===== config.mk =====
export PLATFORM = sky130hd
export DESIGN_NAME = cmd_framer
export DESIGN_NICKNAME = d
export VERILOG_FILES = /design/src/rtl/cmd_framer.sv
export SDC_FILE = /design/constraint.sdc
export NUM_CORES = 1
export LEC_CHECK = 0
export BUFFER_PORTS_ARGS = -buffer_cell sky130_fd_sc_hd__buf_2
export CORE_MARGIN = 2
export CORE_UTILIZATION = 52
export DETAILED_ROUTE_END_ITERATION = 10
export GPL_TIMING_DRIVEN = 0
export PLACE_DENSITY = 0.81
export SLEW_MARGIN = 30
export SYNTH_ARGS = -nofsm -noshare
export SYNTH_HDL_FRONTEND = slang
export SYNTH_SLANG_ARGS = --single-unit

===== constraint.sdc =====
create_clock -name clk -period 3.1 [get_ports clk]
set_input_delay 0.31 -clock clk [delete_from_list [all_inputs] [get_ports clk]]
set_output_delay 0.31 -clock clk [all_outputs]
set_load 0.05 [all_outputs]

===== src/rtl/cmd_framer.sv =====
module cmd_framer #(
  parameter int unsigned PKT_CNT_W = 16,
  parameter logic [7:0]  NOP_OPCODE = 8'h10
) (
  input  logic                 clk,
  input  logic                 rst_n,
  input  logic [31:0]          in_data,
  input  logic                 in_valid,
  output logic                 in_ready,
  output logic [31:0]          out_data,
  output logic                 out_valid,
  input  logic                 out_ready,
  output logic [1:0]           out_kind,
  output logic [7:0]           out_opcode,
  output logic [15:0]          out_base,
  output logic [15:0]          out_reg_addr,
  output logic                 out_pred,
  output logic                 out_shader,
  output logic                 out_first,
  output logic                 out_last,
  output logic                 bad_kind,
  output logic [PKT_CNT_W-1:0] pkt_count
);
  localparam int unsigned LEN_W = 14;
  localparam int unsigned ADDR_W = 16;

  logic              in_body, drop_q, pred_q, shader_q;
  logic [LEN_W-1:0]  left_q, pos_q;
  logic [1:0]        kind_q;
  logic [7:0]        op_q;
  logic [ADDR_W-1:0] base_q;

  wire [1:0] hdr_kind = in_data[31:30];
  wire       hdr_ok   = (hdr_kind == 2'd0) || (hdr_kind == 2'd3);
  wire       hdr_t3   = (hdr_kind == 2'd3);
  wire       accept   = in_valid && in_ready;
  wire       at_end   = (left_q == '0);

  assign in_ready     = !in_body || drop_q || out_ready;
  assign out_valid    = in_body && !drop_q && in_valid;
  assign out_data     = in_data;
  assign out_kind     = kind_q;
  assign out_opcode   = op_q;
  assign out_base     = base_q;
  assign out_reg_addr = base_q + ADDR_W'(pos_q);
  assign out_pred     = pred_q;
  assign out_shader   = shader_q;
  assign out_first    = (pos_q == '0);
  assign out_last     = at_end;

  always_ff @(posedge clk) begin
    if (!rst_n) begin
      in_body   <= 1'b0;
      drop_q    <= 1'b0;
      pred_q    <= 1'b0;
      shader_q  <= 1'b0;
      left_q    <= '0;
      pos_q     <= '0;
      kind_q    <= '0;
      op_q      <= '0;
      base_q    <= '0;
      bad_kind  <= 1'b0;
      pkt_count <= '0;
    end else if (accept) begin
      if (!in_body) begin
        if (hdr_ok) begin
          in_body  <= 1'b1;
          left_q   <= in_data[29:16];
          pos_q    <= '0;
          kind_q   <= hdr_kind;
          op_q     <= hdr_t3 ? in_data[15:8] : 8'h00;
          base_q   <= hdr_t3 ? '0 : in_data[15:0];
          pred_q   <= hdr_t3 & in_data[0];
          shader_q <= hdr_t3 & in_data[1];
          drop_q   <= hdr_t3 && (in_data[15:8] == NOP_OPCODE);
        end else begin
          bad_kind <= 1'b1;
        end
      end else begin
        pos_q  <= pos_q + 1'b1;
        left_q <= left_q - 1'b1;
        if (at_end) begin
          in_body   <= 1'b0;
          drop_q    <= 1'b0;
          pkt_count <= pkt_count + 1'b1;
        end
      end
    end
  end
endmodule


## Word-level counts from Yosys, hierarchy flattened

Index checks and enable logic that the tools add are counted.
Widths: inputs -> output; s select.

| storage, ports and cells | value |
|---|---|
| register bits after elaboration | 75 |
| input port bits | 36 |
| output and inout bits | 97 |
| logic and storage cells | 52 |

| operators by class | value |
|---|---|
| $add $sub $neg | 4 |
| equality and inequality tests | 3 |
| muxes and demuxes | 12 |
| bitwise operators | 4 |
| reductions and logical operators | 18 |

Operators with widths:

| kind | count |
|---|---|
| $mux 14 | 4 |
| $logic_not 14->1 | 2 |
| $add 16x1->16 const B | 1 |
| $add 16x14->16 | 1 |
| $mux 16 | 1 |
| $add 14x1->14 const B | 1 |
| $sub 14x1->14 const B | 1 |
| $reduce_and 3->1 | 4 |
| $eq 8x5->1 const B | 1 |
| $mux 8 | 1 |
| $mux 1 | 6 |
| $logic_and 1x1->1 | 4 |
| $logic_or 1x1->1 | 3 |
| $and 1x1->1 | 2 |
| $eq 2x2->1 const B | 1 |
| $logic_not 1->1 | 2 |
| $logic_not 2->1 | 1 |
| $ne 2x2->1 const B | 1 |
| $not 1->1 | 2 |
| $reduce_and 2->1 | 1 |
| $reduce_bool 2->1 | 1 |

## Depth between registers and ports, before layout

| logic depth | value |
|---|---|
| word-level depth | 5 |
| mapped depth | 8 |
| depth with buffers taken out | 7 |

## Worst setup path after synthesis

OpenSTA, ideal clock, no wires.

| timing path | value |
|---|---|
| kind | reg2out |
| from | reg base_q[2] (netlist: out_base[2]) |
| to | out out_reg_addr[15] |
| arrival time | 3247 ps |
| required time | 2790 ps |
| setup slack | -457 ps |
| stages on the path, launching flop included | 6 |
| buffers on the path | 0 |
| path through | dfxtp_1 > ha_1 > nand3_1 > o22ai_1 > o22ai_1 > o311ai_0 |

| between the ends | value |
|---|---|
| longest elaborated chain between the ends | 1 |

Ends and longest elaborated chain:

| what | RTL line | text |
|---|---|---|
| start, declared | 31 | `logic [ADDR_W-1:0] base_q;` |
| start signal, assigned | 72 | `base_q <= hdr_t3 ? '0 : in_data[15:0];` |
| $add 16x14->16 | 45 | `assign out_reg_addr = base_q + ADDR_W'(pos_q);` |
| end, declared | 16 | `output logic [15:0] out_reg_addr,` |

No other way between the ends.

## Worst setup path after layout

| timing path | value |
|---|---|
| from | reg base_q[0] (netlist: out_base[0]) |
| to | out out_reg_addr[12] |

Same word-level chain as after synthesis.

==> flow_metrics.py <==
metrics = {
    "setup_path": {
        "crit_fanout": 3,
        "criticalPathCategory": "flop to output port",
        "end_kind": "output port",
        "worstPathRequired_ns": 2.79,
        "crit_arrival_ns": 2.70,
        "start_kind": "flop",
    },
    "pwr": {
        "leakagePower_nw": 2.510,
        "intPower_mw": 1.588,
        "powerDensity_nw_per_um2": 451.1,
        "netSwitchingPower_mw": 0.8891,
        "seq_power_share": 0.420,
        "combinationalPowerShare": 0.261,
        "p_clk_frac": 0.318,
        "swShare": 0.3589,
        "ir_drop_mv": 0.2716,
    },
    "timing": {
        "max_slew.worst_pin.slew_ns": 0.5932,
        "timing.final.crit_share": 0.9709,
        "maxSlewViolCount": 0,
        "post-route-min-period_ns": 3.010,
        "timing.hold.ws_ns": 0.1902,
        "relSlewSlack": 0.6031,
        "hold_viol": 0,
        "setup_violations": 0,
        "fin_skew_ns": 0.01151,
        "fmax_ghz": 0.3323,
        "setup_tns_ns": 0,
        "grt_setup_unrepaired": "false",
    },
    "final_layout": {
        "fin_area_um2": 5490,
        "utilization": 0.6682,
        "syn2layout_area_growth_pct": 24.27,
        "nets": 747,
        "drive_above_1_share": 0.2845,
        "num_antenna_cells": 0,
    },
    "cts": {
        "cts_buffers": 9,
        "clkLatencyLatePin_ns": 0.36,
        "cts_buffer_depth": 2,
        "clkTransAtPathRegs_ns": 0.09,
        "cts_tree": "built",
        "root_buffer": "clkbuf_8",
        "holdBufCountCts": 0,
        "h-tree-depth": 3,
        "clkSinkCount": 75,
    },
    "grt": {
        "grt_pass1_vias": 3999,
        "grt_use_total": 0.2637,
        "grt_first_pass_wirelength_mm": 18.86,
        "gr-total-overflow": 0,
        "antenna_found_initial": 0,
        "grt_max_degree": 16,
    },
    "drt": {
        "drt-pass1-iter-count": 5,
        "via_per_inst": 5.780,
        "wire_per_inst_um": 15.49,
        "drtIter0Drc": 188,
        "vias": 4630,
        "routed_wl_mm": 12.40,
        "ant_nets": 0,
        "drcViolationCount": 0,
    },
    "logic_synthesis": {
        "synth_top_area_share": 0.3398,
        "syn-cell-area_um2": 4418,
        "ys_seq_area_frac": 0.3398,
        "syn_nets": 602,
        "synth_cell_type_count": 51,
        "synth_top_flop_cell": "dfxtp_1",
        "yosysWarnings": 0,
        "synth_edf_count": 0,
        "synth.largest_area_cell": "dfxtp_1",
        "synth_common_cells": "dfxtp_1, a21oi_1, nor2_1, nand2_1, buf_4",
        "synth.most_common_cell": "dfxtp_1",
        "synth_area_leaders": "dfxtp_1, a21oi_1, buf_4",
        "async_flop_share": 0,
        "netlist_instances": 546,
        "ys_ff_latch": 75,
        "avgSynthCellArea_um2": 8.092,
    },
    "placement": {
        "io_buffers": 131,
        "placed_cell_area_um2": 5213,
        "routabilityCongestion": 0.9248,
        "dp_hpwl_mm": 9.368,
    },
    "run_status": {
        "status": "completed",
    },
    "floorplanning": {
        "die_y_um": 96.18,
        "dieArea_um2": 9250,
        "initial_core_util": 0.5377,
        "rows": 33,
        "top_level_ports": 133,
        "core_area_um2": 8217,
        "fp.dieW_um": 96.18,
    },
    "worst_hold_path": {
        "hp-class": "input pin to flop",
    },
    "run": {
        "max_cap_viol_count": 0,
    },
}
-- state kept, by name, summed over array words and instances, names as in the netlist --
register,flops
drop_q,1
bad_kind,1
out_pred,1
left_q,14
out_opcode,8
pkt_count,16
in_body,1
out_kind,2
pos_q,14
out_base,16
out_shader,1
-- routing by layer --
layer  track usage  share of wire  vias up  routed length (um)
met5             0              0        -                   0
met4       0.09643          0.030        0                 367
met3       0.05795          0.083       28                1033
li1              -              -     2249                   -
met2        0.4589           0.48      208                5982
met1        0.3170           0.40     2145                5020
-- worst max-delay path, stage by stage, from the launching register on --
cell,delay [ns]
dfxtp_4,0.38
ha_4,0.16
fa_2,0.36
a211oi_2,0.26
o21ai_2,0.12
o211ai_1,0.30
nor4_1,0.09
or4b_4,0.50
buf_8,0.17
-- layout make-up --
cell class	instances	area (um2)
plain buffers	55	326.6
fillers	677	2726
clock buffers	9	123.9
multi-input cells	399	2564
flip-flops and latches	75	1506
well taps	105	131.4
clock inverters	7	80.08
inverters	17	63.81
repair buffers	134	694.4
-- layout by cell type, fill, tap and decap left out, drive strengths merged, types with 3 or more instances in the layout --
cell type	netlist	final
nor2b	7	7
inv	17	21
nand2b	4	4
o21ai	31	31
a211oi	5	5
nand4	16	16
nor2	50	50
and3	3	3
nand3	25	25
mux2i	10	10
ha	19	19
a22o	20	20
o211ai	4	4
buf	32	166
o221ai	5	5
clkbuf	23	32
a21o	5	5
xnor2	14	14
a21oi	55	55
o2111ai	3	3
dfxtp	75	75
nor3b	9	9
nor3	16	16
nor4	8	8
or3	12	12
and2	5	5
xor2	10	10
nand2	36	36
-- metrics by stage --
stage                     power [mW]  setup WS [ns]  instances
after floorplan                1.540        0.03132        546
after global placement         1.687       -0.05077        782
after detailed placement       1.697        -0.1210        782
after CTS                      2.479        0.03758        801
after global routing           2.574        0.02291        801
final                          2.477        0.09025        801
-- kinds of logic (layout without fill, tap and decap cells) --
logic type / Yosys count / in the layout / share of synthesized area
flops: 75 / 75 / 0.3398
fa+ha+maj: 20 / 20 / 0.05834
buf+inv: 72 / 222 / 0.08836
mux: 10 / 10 / 0.02266
xor+xnor: 24 / 24 / 0.04758
compound gates: 145 / 145 / 0.2082
simple gates: 200 / 200 / 0.2351
-- power by group through the flow --
stage               clock, mW  sequential (mW)  combinational (mW)
finish                  0.788             1.04               0.648
global route            0.833             1.05               0.695
CTS                     0.797             1.04               0.642
detailed placement          0             1.06               0.635
global placement            0             1.06               0.626
floorplan                   0             1.11               0.434
-- worst paths after layout --
kind | from | to | slack (ns) | depth (start not counted)
worst max register to register | left_q[0] | pkt_count[12] | 0.52 | 7
worst min-delay path | in_data[6] | out_base[6] | 0.19 | 2
worst max-delay path | out_base[0] | out_reg_addr[12] | 0.09 | 8
worst min register to register | out_kind[1] | out_kind[1] | 0.46 | 2
-- repair_timing --
| item | CTS | global route |
|---|---|---|
| gates resized for setup | 11 | 6 |
| buffers inserted | 3 | 0 |
| pin swaps | 4 | 6 |
| cloned | 0 | 0 |
| setup endpoints to repair | 3 | 2 |
Note: power is estimated with default switching activity, not from simulation.
